==> src/rtl/lane_pkg.sv <==
package lane_pkg;

    localparam int LANES = 2;

    typedef enum logic [1:0] {
        TGT_RAM    = 2'd0,
        TGT_PTR    = 2'd1,
        TGT_DATA   = 2'd2,
        TGT_NARROW = 2'd3
    } tgt_e;

    typedef logic [LANES-1:0] lanes_t;

    typedef struct packed {
        logic sel;
        tgt_e tgt;
        logic full;
    } cls_t;

    // Word storage targets may be reached as single bytes or as a word.
    function automatic logic is_word_store(input tgt_e t);
        return t != TGT_NARROW;
    endfunction

    // Targets whose writes land in the RAM array.
    function automatic logic goes_to_ram(input tgt_e t);
        return (t == TGT_RAM) || (t == TGT_DATA);
    endfunction

    // Storage byte lanes touched by an access.
    function automatic lanes_t store_lanes(input cls_t c, input logic odd);
        lanes_t l;
        l = '0;
        if (c.sel) begin
            if (c.full)
                l = '1;
            else if (is_word_store(c.tgt))
                l[odd] = 1'b1;
            else
                l[0] = 1'b1;
        end
        return l;
    endfunction

    // Bus byte lanes driven by an access.
    function automatic lanes_t bus_lanes(input cls_t c);
        lanes_t l;
        l = '0;
        if (c.sel) begin
            l[0] = 1'b1;
            if (c.full)
                l = '1;
        end
        return l;
    endfunction

endpackage

==> src/rtl/lane_classify.sv <==
module lane_classify
    import lane_pkg::*;
#(
    parameter int ID_W = 4,
    parameter logic [ID_W-1:0] ID_PTR  = 4'hA,
    parameter logic [ID_W-1:0] ID_DATA = 4'hC
) (
    input  logic            cfg_wide,
    input  logic            mem_space,
    input  logic            dev_sel,
    input  logic [ID_W-1:0] reg_id,
    output cls_t            cls
);

    tgt_e tgt;

    always_comb begin
        if (mem_space)
            tgt = TGT_RAM;
        else if (reg_id == ID_PTR)
            tgt = TGT_PTR;
        else if (reg_id == ID_DATA)
            tgt = TGT_DATA;
        else
            tgt = TGT_NARROW;
    end

    always_comb begin
        cls.sel  = dev_sel;
        cls.tgt  = tgt;
        cls.full = dev_sel & cfg_wide & is_word_store(tgt);
    end

endmodule

==> src/rtl/lane_cs16.sv <==
module lane_cs16
    import lane_pkg::*;
(
    input  cls_t cls,
    output logic mem_cs16_n,
    output logic io_cs16_n
);

    logic mem_grant;
    logic io_grant;

    always_comb begin
        mem_grant = cls.full & (cls.tgt == TGT_RAM);
        io_grant  = cls.full & ((cls.tgt == TGT_PTR) | (cls.tgt == TGT_DATA));
        mem_cs16_n = ~mem_grant;
        io_cs16_n  = ~io_grant;
    end

endmodule

==> src/rtl/lane_strobe.sv <==
module lane_strobe
    import lane_pkg::*;
(
    input  logic   clk,
    input  logic   rst,
    input  cls_t   cls,
    input  logic   a0,
    input  logic   rd_stb,
    input  logic   wr_stb,
    output lanes_t bus_oe,
    output lanes_t ram_we,
    output lanes_t reg_we,
    output logic   swap_odd
);

    logic   wr_seen;
    logic   wr_pulse;
    logic   to_ram;
    lanes_t st_lanes;
    lanes_t bs_lanes;

    // Reset to "already seen" so a strobe held over reset release is ignored.
    always_ff @(posedge clk) begin
        if (rst)
            wr_seen <= 1'b1;
        else
            wr_seen <= wr_stb;
    end

    always_comb begin
        wr_pulse = wr_stb & ~wr_seen & ~rst;
        to_ram   = goes_to_ram(cls.tgt);
        st_lanes = store_lanes(cls, a0);
        bs_lanes = bus_lanes(cls);
    end

    for (genvar g = 0; g < LANES; g++) begin : g_lane
        always_comb begin
            bus_oe[g] = rd_stb & bs_lanes[g];
            ram_we[g] = wr_pulse & to_ram & st_lanes[g];
            reg_we[g] = wr_pulse & ~to_ram & st_lanes[g];
        end
    end

    always_comb begin
        swap_odd = cls.sel & ~cls.full & is_word_store(cls.tgt) & a0;
    end

endmodule

==> src/rtl/lane_steer.sv <==
module lane_steer
    import lane_pkg::*;
#(
    parameter int ID_W = 4,
    parameter logic [ID_W-1:0] ID_PTR  = 4'hA,
    parameter logic [ID_W-1:0] ID_DATA = 4'hC
) (
    input  logic            clk,
    input  logic            rst,
    input  logic            cfg_wide,
    input  logic            mem_space,
    input  logic            dev_sel,
    input  logic [ID_W-1:0] reg_id,
    input  logic            a0,
    input  logic            rd_stb,
    input  logic            wr_stb,
    output logic            mem_cs16_n,
    output logic            io_cs16_n,
    output logic            lo_oe,
    output logic            hi_oe,
    output logic            swap_odd,
    output logic [1:0]      ram_we,
    output logic [1:0]      reg_we
);

    cls_t   cls;
    lanes_t bus_oe;
    lanes_t ram_we_l;
    lanes_t reg_we_l;

    lane_classify #(
        .ID_W   (ID_W),
        .ID_PTR (ID_PTR),
        .ID_DATA(ID_DATA)
    ) u_cls (
        .cfg_wide (cfg_wide),
        .mem_space(mem_space),
        .dev_sel  (dev_sel),
        .reg_id   (reg_id),
        .cls      (cls)
    );

    lane_cs16 u_cs (
        .cls       (cls),
        .mem_cs16_n(mem_cs16_n),
        .io_cs16_n (io_cs16_n)
    );

    lane_strobe u_stb (
        .clk     (clk),
        .rst     (rst),
        .cls     (cls),
        .a0      (a0),
        .rd_stb  (rd_stb),
        .wr_stb  (wr_stb),
        .bus_oe  (bus_oe),
        .ram_we  (ram_we_l),
        .reg_we  (reg_we_l),
        .swap_odd(swap_odd)
    );

    assign lo_oe  = bus_oe[0];
    assign hi_oe  = bus_oe[1];
    assign ram_we = ram_we_l;
    assign reg_we = reg_we_l;

endmodule

==> config.mk <==
export PLATFORM = sky130hd
export DESIGN_NAME = lane_steer
export DESIGN_NICKNAME = d
export VERILOG_FILES = /design/src/rtl/lane_pkg.sv /design/src/rtl/lane_classify.sv /design/src/rtl/lane_cs16.sv /design/src/rtl/lane_strobe.sv /design/src/rtl/lane_steer.sv
export SDC_FILE = /design/constraint.sdc
export NUM_CORES = 1
export LEC_CHECK = 0
export BUFFER_PORTS_ARGS = -buffer_cell sky130_fd_sc_hd__buf_2
export CAP_MARGIN = 20
export CORE_AREA = 8 8 45 47
export DETAILED_ROUTE_END_ITERATION = 7
export DIE_AREA = 0 0 53 55
export MAX_ROUTING_LAYER = met4
export SLEW_MARGIN = 20
export SYNTH_ARGS = -nofsm -noshare
export SYNTH_HDL_FRONTEND = slang
export SYNTH_SLANG_ARGS = --single-unit
==> constraint.sdc <==
create_clock -name clk -period 1.2 [get_ports clk]
set_clock_uncertainty 0.05 [all_clocks]
set_input_delay 0.06 -clock clk [delete_from_list [all_inputs] [get_ports clk]]
set_output_delay 0.06 -clock clk [all_outputs]
set_load 0.1 [all_outputs]
== Word-level counts from Yosys, hierarchy flattened ==
Cells that the tools add are included.
Cells by class
  bitwise operators: 24
  shift operators: 0
  multipliers: 0
  reductions and logical operators: 3
  equality and inequality tests: 5
  muxes and demuxes: 11
  order comparisons: 2
  div/mod/pow operators: 0
  add/subtract/negate cells: 0
Operator list (count)
  $and 1x1->1: 17
  $mux 2: 6
  $eq 4x4->1 const B: 2
  $not 1->1: 6
  $mux 1: 4
  $eq 2x1->1 const B: 1
  $eq 2x2->1 const B: 1
  $logic_not 2->1: 1
  $lt 1x2->1 const B: 1
  $ne 2x2->1 const B: 1
  $demux 1 s1: 1
  $ge 1x1->1 const B: 1
  $logic_and 1x1->1: 1
  $logic_or 1x1->1: 1
  $or 1x1->1: 1
Word-level totals
  input port bits: 12
  memories kept: 0
  word-level logic and storage cells: 46
  bits in latches: 0
  output and inout bits: 9
  register bits after elaboration: 1
  memory bits (read-only): 0
  bits in writable memories: 0

== Depth between registers and ports, before layout ==
Gate-level depths: netlist of run 1.
  depth in word-level cells: 10
  depth in mapped cells: 7
  mapped depth without buffers: 7

== Hierarchy ==
A second synthesis of run 1 with hierarchy kept.
Second synthesis, totals
  cells, all modules: 32
  area, all modules: 217.7 um2
By module, submodules not included
  lane_strobe: sequential area each 20.0 um2, area each 132.6 um2, cells an instance 17, times used 1
  lane_classify: sequential area each 0.0 um2, area each 57.6 um2, cells an instance 10, times used 1
  lane_cs16: sequential area each 0.0 um2, area each 27.5 um2, cells an instance 5, times used 1

== Worst setup path before layout of run 1 ==
Ideal clock, no wire load.
  path type: input to output
  from: input reg_id[3]
  to: output ram_we[1]
  data required time: 1.090 ns
  arrival: 2.250 ns
  slack: -1.160 ns
  stages: 7
  buffers on the path: 0
  path through: nor2b_1 a31o_2 inv_1 ha_1 and2b_1 o2111ai_1 nor2_1
On the way
  longest elaborated chain between the ends: 9
  elaborated cells on any way between the ends: 15
  classes of those cells: eq/ne (4); mux (6); bitwise (3); reduce/logical (2)
RTL lines
  start: declaration: RTL line lane_steer.sv:13  | input logic [ID_W-1:0] reg_id,
  $eq 4x4->1: RTL line lane_classify.sv:22  | else if (reg_id == ID_DATA)
  $mux 1: RTL line lane_classify.sv:22
  $mux 2 *: RTL line lane_classify.sv:20  | else if (reg_id == ID_PTR)
  $mux 2 *: RTL line lane_classify.sv:18  | if (mem_space)
  $ne 2x2->1: RTL line lane_pkg.sv:22  | return t != TGT_NARROW;
  $mux 1 or $and 1x1->1 (tied branches): RTL line lane_pkg.sv:37, lane_classify.sv:31
  $mux 2: RTL line lane_pkg.sv:35  | if (c.full)
  $mux 2: RTL line lane_pkg.sv:34  | if (c.sel) begin
  $and 1x1->1 *: RTL line lane_strobe.sv:40  | ram_we[g] = wr_pulse & to_ram & st_lanes[g];
  end: declaration: RTL line lane_steer.sv:22  | output logic [1:0] ram_we,
Mark *: on every way between the ends. The rest lies on a longest branch, timed or not.

== Worst setup path after layout of run 1 ==
  from: input reg_id[0]
  to: output ram_we[0]
Same word-level chain as after synthesis.

==> results_dict.tcl, run 1 <==
set metrics [dict create \
    status "finished with violations" \
    violations "negative setup slack" \
    setup_ws_ns -0.295 \
    route.vias.total 274 \
    wirelength_um 814 \
    coreArea_um2 1380 \
    viasPerCell 4.03 \
    dieWidth_um 53 \
    clkTransAtPathRegs_ns 0 \
    setup_viol 7 \
    ys_types 16 \
    p_per_area_nw_per_um2 434 \
    num_rows 14 \
    required_ns 1.09 \
    drcViolationCount 0 \
    max-slew-margin-rel 0.677 \
    hold_buffers 0 \
    wl_per_cell_um 12.0 \
    final.min_clock_period_ns 1.50 \
    initial_core_util 0.112 \
    port-buffer-count 20 \
    final_core_util 0.423 \
    syn_area_per_cell_um2 6.75 \
    die_y_um 55 \
    grt_max_degree 6 \
    irDropWorstVdd_uv 221 \
    grt_setup_unrepaired "true" \
    syn_nets 36 \
    tightest_slew_ns 0.487 \
    dpl_cell_area_um2 518 \
    critPathMaxFanout 2 \
    worstSetupStartpointType "primary input" \
    diodes 0 \
    worstPathArrival_ns 1.39 \
    final_layout_size_suffix_gt1_frac 0.846 \
    min_path_type "primary input to flip-flop" \
    netlist.area_leader.share 0.129 \
    fin_setup_tns_ns -1.87 \
    synthCells 23 \
    die_area_um2 2920 \
    grt_pass1_wl_mm 1.10 \
    area_growth_pct 277 \
    grt-ovfl-total 0 \
    nFillCells 131 \
    hold_violations 0 \
    place_congestion 0.635 \
    dr.pass1.iters 1 \
    finish.instance_area_um2 586 \
    ys_ff_latch 1 \
    cp-end-kind "output pin" \
    top_register "u_stb.wr_seen" \
    fin_crit_sh 1.25 \
    syn_area_um2 155 \
    critical_path_class "primary input to output pin" \
    drv_slew 0 \
    io_pins 21 \
    multi_input_area_um2 224 \
    seq_area_frac_synth 0.129 \
    antenna_left 0 \
    grtUsageTotal 0.0478 \
    maxCapViolations 0 \
    fmax_mhz 669 \
    drt-initial-drc-count 0 \
    largest_reg_flops 1 \
    leakage_nw 0.253 \
    seq_area_um2 20.0 \
    grt_antenna_before_repair 0 \
    nets 67 \
    synthTopCellsByArea "dfxtp_1, nor2_1, ha_1" \
    synth_warnings 0 \
    largestRegisters "u_stb.wr_seen (1)" \
    grt_pass1_vias 256 \
    synth_top_area_cell "dfxtp_1" \
    dpl.hpwl_um 659 \
]
kinds of logic after synthesis:
family                   after synthesis  share of synthesized area
AO/OA/AOI/OAI                          3                      0.153
AND/OR/NAND/NOR                       15                      0.565
adder cells (fa/ha/maj)                1                     0.0806
flip-flops                             1                      0.129
buffers and inverters                  3                     0.0726
critical path, stage by stage:
cell	delay, ns
buf_6	0.09
nor2b_4	0.11
a31o_4	0.17
inv_4	0.04
ha_4	0.15
or3b_1	0.34
nand4_1	0.20
nor2_4	0.06
buf_12	0.16
routing by layer:
metal / track usage / wire, µm / up-vias / share of wire
li1: - / - / 141 / -
met1: 0.0634 / 300 / 121 / 0.37
met2: 0.0781 / 450 / 12 / 0.55
met3: 0.00802 / 63 / 0 / 0.077
met4: 0 / 0 / 0 / 0
met5: - / 0 / - / 0
area by class of cell:
| cell class | count | area share |
|---|---|---|
| multi-input cells | 19 | 0.382 |
| inverters | 3 | 0.0235 |
| well taps | 16 | 0.0342 |
| flip-flops and latches | 1 | 0.0342 |
| repair buffers | 29 | 0.526 |
through the flow:
| stage | cells | hold slack [ns] | setup WS (ns) | power, W |
|---|---|---|---|---|
| floorplan | 23 | 0.114 | -0.417 | 0.000145 |
| global placement | 64 | 0.210 | -0.327 | 0.000223 |
| detailed placement | 64 | 0.219 | -0.362 | 0.000226 |
| CTS | 65 | 0.218 | -0.304 | 0.000237 |
| global route | 68 | 0.223 | -0.355 | 0.000265 |
| finish | 68 | 0.217 | -0.295 | 0.000254 |
final timing paths:
path / cells after the start / to / startpoint / slack [ns]
setup / recovery: 9 / ram_we[0] / reg_id[0] / -0.30
hold / removal: 2 / u_stb.wr_seen$_SDFF_PP1_ / rst / 0.22
repair_timing:
action,CTS,global route
gates resized for setup,4,3
pin swaps,6,1
setup endpoints to repair,7,7
setup buffers,1,3
power by group:
part / internal, W / total [W] / switching [W]
logic: 0.0000955 / 0.000218 / 0.000123
registers: 0.0000357 / 0.0000363 / 0.000000529
clock network: 0 / 0 / 0
placed cells by master, fill, tap and decap left out:
| cell | synthesis | final |
|---|---|---|
| buf_2 | 0 | 10 |
| buf_12 | 0 | 8 |
| buf_4 | 0 | 7 |
| nor2_4 | 0 | 4 |
| buf_6 | 0 | 4 |
| inv_1 | 3 | 2 |
| nand3_1 | 2 | 1 |
| nor2b_4 | 0 | 1 |
| a31oi_2 | 0 | 1 |
| a31o_4 | 0 | 1 |
| inv_4 | 0 | 1 |
| and2b_2 | 0 | 1 |
| nand3_4 | 0 | 1 |
| and2_1 | 1 | 1 |
| or3b_1 | 1 | 1 |
| nor2_1 | 5 | 1 |
| nand4_1 | 1 | 1 |
| and3_4 | 0 | 1 |
| o2111ai_4 | 0 | 1 |
| and3b_2 | 1 | 1 |
| or2_2 | 1 | 1 |
| ha_4 | 0 | 1 |
| dfxtp_1 | 1 | 1 |
synth_stat cells, drive strengths merged:
cell     count
or2          1
and2         1
a31o         1
and2b        1
or3b         1
ha           1
a31oi        1
and3         1
nor2b        1
and3b        1
nand3        2
nor2         5
dfxtp        1
inv          3
o2111ai      1
nand4        1
Note: power is estimated with default switching activity, not from simulation.
==> run 2, diff against run 1 <==
- ABC_AREA: not set -> 1
- BUFFER_PORTS_ARGS: -buffer_cell sky130_fd_sc_hd__buf_2 -> -buffer_cell sky130_fd_sc_hd__clkbuf_2
==> run 2 against run 1 <==
Compared with the run above:
- the run still ends with negative setup slack left
- hold slack lost 0.013 ns
- global-route usage grew 0.45 points
- highest routed layer unchanged
- power grew 13%
- combinational power grew 15%
- critical endpoint is now ram_we[1]
- wire length grew 1.7%
- sequential power grew 1%
- first-iteration DRC count grew 2
- flip-flop and latch count is the same
- die area is the same
- maximum frequency grew 17%
- final area grew 11%
==> results_dict.tcl, run 2 <==
set metrics [dict create \
    crit_path_start "reg_id[0]" \
    final_cell_mix "buf_12, nor2_4, clkbuf_2, buf_4, nand2_1" \
    synth-compound-area-share 0.0347 \
    synth_simple_gate_area_frac 0.590 \
    post-place-cells 76 \
    intPower_w 0.000138 \
    cp.buffers_inverters 5 \
    grt_max_degree 5 \
    cp-end-kind "output pin" \
    top_register "u_stb.wr_seen" \
    required_ns 1.09 \
    synth_warnings 0 \
    synth_common_cells "nand2_1, nor2_1, inv_1, nand3_1" \
    die_y_um 55 \
    wirelength_um 828 \
    ys_ff_latch 1 \
    cp.depth 12 \
    area_growth_pct 260 \
    largest_reg_flops 1 \
    final_common_cell "buf_12" \
    slowest_stage "buf_12" \
    worstSetupStartpointType "primary input" \
    finish.instance_area_um2 649 \
    pwr-share-comb 0.873 \
    grt_pass1_wl_mm 1.22 \
    switching_share 0.520 \
    synth_top_family_by_area "simple AND/OR/NAND/NOR gates" \
    synth_edf_count 0 \
    p_clk_frac 0 \
    status "finished with violations" \
    tightest_slew_ns 0.226 \
    p_per_area_nw_per_um2 443 \
    io_pins 21 \
    coreArea_um2 1380 \
    critPathCapture "ram_we[1]" \
    dpl_cell_area_um2 549 \
    violations "negative setup slack" \
    setup_ws_ns -0.0770 \
    fmax_mhz 783 \
    irDropWorstVdd_uv 191 \
    synthCells 37 \
    grt_setup_unrepaired "true" \
    synth-adder-area-share 0.0694 \
    setup_viol 4 \
    switching_power_w 0.000150 \
    max-slew-margin-rel 0.849 \
    dpl.hpwl_um 658 \
    final_layout_size_suffix_gt1_frac 0.813 \
    crit_chain "buf_8 > nor2_4 > nand2_2 > nand2_2 > inv_2 > ha_4 > clkinv_4 > nand3_4 > nand2_2 > inv_4 > nor2_4 > buf_12" \
    final_core_util 0.469 \
    worstPathArrival_ns 1.17 \
    syn_nets 50 \
    cp_slowest_stage_delay_ns 0.18 \
    synth_top_area_cell "nand2_1" \
    syn_area_per_cell_um2 4.87 \
    viasPerCell 4.05 \
    fin_crit_sh 1.06 \
    seq_power_share 0.127 \
    wl_met1_um 292 \
    crit_top_cell "nand2_2" \
    netlist.area_leader.share 0.188 \
    route.met3.wl_um 111 \
    wl_met2_um 424 \
    critPathMaxFanout 4 \
    ys_types 10 \
    drcViolationCount 0 \
    num_rows 14 \
    maxCapViolations 0 \
    grt_antenna_before_repair 0 \
    seq_area_frac_synth 0.111 \
    grt_pass1_vias 324 \
    antenna_left 0 \
    nets 79 \
    place_congestion 0.675 \
    route.vias.total 324 \
    fin_cells 80 \
    synthXorXnorAreaFrac 0 \
    leakage_nw 0.298 \
    synthTopCellsByArea "nand2_1, nor2_1, dfxtp_1" \
    syn_area_um2 180 \
    die_area_um2 2920 \
    wl_per_cell_um 10.4 \
    ys.flop_type "dfxtp_1" \
    hold_violations 0 \
    top_layer "met3" \
    muxShareOfSynthArea 0 \
    min_path_type "primary input to flip-flop" \
    port-buffer-count 20 \
    path_delay_family "simple AND/OR/NAND/NOR gates" \
    final.min_clock_period_ns 1.28 \
    initial_core_util 0.130 \
    drt-initial-drc-count 2 \
    dieWidth_um 53 \
    dr.pass1.iters 2 \
    diodes 0 \
    clkTransAtPathRegs_ns 0 \
    drv_slew 0 \
    grtUsageTotal 0.0522 \
    async_flop_share 0 \
    critical_path_class "primary input to output pin" \
    grt-ovfl-total 0 \
    largestRegisters "u_stb.wr_seen (1)" \
]
run 2: routing by layer:
| layer | vias up | global-route usage |
|---|---|---|
| li1 | 164 | - |
| met1 | 143 | 0.0588 |
| met2 | 17 | 0.0957 |
| met3 | 0 | 0.0134 |
| met4 | 0 | 0 |
| met5 | - | - |
run 2: area by class of cell:
cell class / instances / area, µm²
Fill cell: 141 / 734
Timing Repair Buffer: 27 / 317
Multi-Input combinational cell: 27 / 251
Inverter: 9 / 41.3
Sequential cell: 1 / 20.0
Tap cell: 16 / 20.0
run 2: how the worst min path moves through the flow:
stage / to / startpoint / slack [ns] / cells past startpoint
floorplan: u_stb.wr_seen$_SDFF_PP1_ / rst / 0.1 / 2
global placement: u_stb.wr_seen$_SDFF_PP1_ / rst / 0.20 / 3
detailed placement: u_stb.wr_seen$_SDFF_PP1_ / rst / 0.21 / 3
CTS: u_stb.wr_seen$_SDFF_PP1_ / rst / 0.21 / 3
global route: u_stb.wr_seen$_SDFF_PP1_ / rst / 0.23 / 3
finish: u_stb.wr_seen$_SDFF_PP1_ / rst / 0.20 / 3
run 2: cell families after synthesis:
group                    Yosys count
adder cells (fa/ha/maj)            1
AND/OR/NAND/NOR                   25
flip-flops                         1
AO/OA/AOI/OAI                      1
buffers and inverters              9
run 2: metrics by stage:
step,setup TNS [ns],power [W],hold WS (ns),worst slack [ns]
floorplan,-0.504,0.000165,0.0996,-0.131
global placement,-0.324,0.000247,0.205,-0.0989
detailed placement,-0.439,0.000249,0.208,-0.115
CTS,-0.360,0.000270,0.208,-0.0970
global route,-0.566,0.000301,0.226,-0.149
finish,-0.262,0.000288,0.204,-0.0770
run 2: power by group through the flow:
stage	logic (W)	clock network [W]	registers, W
after floorplan	0.000128	0	0.0000366
after global placement	0.000210	0	0.0000366
after detailed placement	0.000213	0	0.0000367
after CTS	0.000234	0	0.0000367
after global routing	0.000264	0	0.0000369
final	0.000251	0	0.0000367
run 2: repair_timing:
item | in CTS | in global routing
gates cloned | 0 | 0
endpoints found under the setup margin | 6 | 6
hold buffers | 0 | 0
resized for setup | 7 | 13
setup buffers | 4 | 0
pin swaps | 5 | 6
==> run 3, diff against run 2 <==
--- a/config.mk
+++ b/config.mk
@@ -17,2 +17,3 @@
 export SYNTH_HDL_FRONTEND = slang
 export SYNTH_SLANG_ARGS = --single-unit
+export TNS_END_PERCENT = 5
==> constraint.sdc (replaced) <==
create_clock -name clk -period 1.2 [get_ports clk]
set_clock_uncertainty 0.05 [all_clocks]
set_input_delay 0.18 -clock clk [delete_from_list [all_inputs] [get_ports clk]]
set_output_delay 0.18 -clock clk [all_outputs]
set_load 0.1 [all_outputs]
==> run 3 against run 2 <==
Compared with the run above:
- the run still ends with negative setup slack left
- wire length grew 1.8%
- worst setup slack lost 0.23 ns
- flip-flop and latch count is the same
- via count grew 4.3%
- hold slack gained 0.12 ns
- first-iteration DRC count is the same
- critical path type unchanged
- largest cell class unchanged
==> results_dict.tcl, run 3 (synthesis results as in run 2) <==
set metrics [dict create \
    status "finished with violations" \
    violations "negative setup slack" \
    worstPathArrival_ns 1.28 \
    area_growth_pct 278 \
    slowest_stage "ha_4" \
    crit_chain "clkbuf_8 > nor2_2 > a31oi_4 > ha_4 > clkinv_4 > nand3_4 > buf_4 > nor2_4 > buf_12" \
    wirelength_um 843 \
    coreArea_um2 1380 \
    hold_slack_ns 0.326 \
    cp_slowest_stage_delay_ns 0.18 \
    grt_antenna_before_repair 0 \
    critical_path_class "primary input to output pin" \
    tightest_slew_ns 0.220 \
    die_y_um 55 \
    p_per_area_nw_per_um2 443 \
    nFillCells 133 \
    viasPerCell 4.07 \
    die_area_um2 2920 \
    port-buffer-count 20 \
    cp-end-kind "output pin" \
    dieWidth_um 53 \
    min_to "u_stb.wr_seen$_SDFF_PP1_" \
    maxCapViolations 0 \
    hold_violations 0 \
    nets 82 \
    min_path_cells 3 \
    cp.buffers_inverters 4 \
    grt_setup_unrepaired "true" \
    route.vias.total 338 \
    diodes 0 \
    largest_reg_flops 1 \
    antenna_left 0 \
    required_ns 0.97 \
    grt-ovfl-total 0 \
    fin_cells 83 \
    setup_viol 7 \
    critPathMaxFanout 4 \
    final_layout_size_suffix_gt1_frac 0.836 \
    grt_max_degree 5 \
    clkTransAtPathRegs_ns 0 \
    seq_area_um2 20.0 \
    max-slew-margin-rel 0.853 \
    io_pins 21 \
    grt_pass1_vias 353 \
    leakage_nw 0.310 \
    place_ws_ns -0.370 \
    path_delay_family "buffers and inverters" \
    multi_input_area_um2 265 \
    setup_ws_ns -0.310 \
    final_common_cell "buf_12" \
    irDropWorstVdd_uv 210 \
    final_cell_mix "buf_12, clkbuf_2, buf_4" \
    wl_per_cell_um 10.2 \
    dpl.hpwl_um 712 \
    dr.pass1.iters 3 \
    fin_crit_sh 1.26 \
    final.min_clock_period_ns 1.51 \
    num_rows 14 \
    drcViolationCount 0 \
    drt-initial-drc-count 2 \
    initial_core_util 0.130 \
    fmax_mhz 662 \
    grtUsageTotal 0.0618 \
    top_register "u_stb.wr_seen" \
    worstSetupStartpointType "primary input" \
    drv_slew 0 \
    power_w 0.000302 \
    min_path_type "primary input to flip-flop" \
    post-place-cells 80 \
    fin_setup_tns_ns -1.78 \
    hp-start "rst" \
    grt_pass1_wl_mm 1.40 \
    largestRegisters "u_stb.wr_seen (1)" \
    place_congestion 0.634 \
]
-- run 3: changes by cell type in the layout (fill, tap and decap cells not counted), sizes merged --
cell	delta
clkbuf	+3
-- run 3: routing by layer --
metal / track usage / part of all wire / vias to the layer above
met4: 0 / 0 / 0
met2: 0.139 / 0.63 / 12
met1: 0.0543 / 0.28 / 155
li1: - / - / 171
met3: 0.00802 / 0.084 / 0
met5: - / 0 / -
-- run 3: how the worst max path moves through the flow --
| stage | from | cells after the start | end | slack [ns] |
|---|---|---|---|---|
| 4_1_cts | reg_id[0] | 12 | reg_we[1] | -0.32 |
| 6_report | reg_id[0] | 9 | swap_odd | -0.31 |
| 5_1_grt | reg_id[0] | 10 | reg_we[1] | -0.38 |
| 3_3_place_gp | reg_id[1] | 12 | reg_we[1] | -0.35 |
| 3_5_place_dp | reg_id[1] | 12 | reg_we[1] | -0.37 |
| 2_1_floorplan | reg_id[1] | 10 | ram_we[1] | -0.37 |
-- run 3: where the power goes --
part           internal [W]  switching (W)
Sequential        0.0000362    0.000000485
Clock                     0              0
Combinational      0.000112       0.000154
-- run 3: through the flow --
stage          instance area, µm²  utilization
2_1_floorplan                 269            -
3_3_place_gp                  589        0.426
3_5_place_dp                  589        0.426
4_1_cts                       644        0.466
5_1_grt                       682        0.493
6_report                      682        0.493
-- run 3: area by class of cell --
type	instances	share of cell area
Inverter	9	0.0569
Sequential cell	1	0.0294
Timing Repair Buffer	30	0.495
Multi-Input combinational cell	27	0.389
Tap cell	16	0.0294
-- run 3: repair_timing --
item                                    CTS  global route
endpoints found under the setup margin    7             7
endpoints found under the hold margin     0             0
gates resized for setup                   7             9
pin swaps                                 6             6
hold buffers                              0             0
setup buffers                             3             0
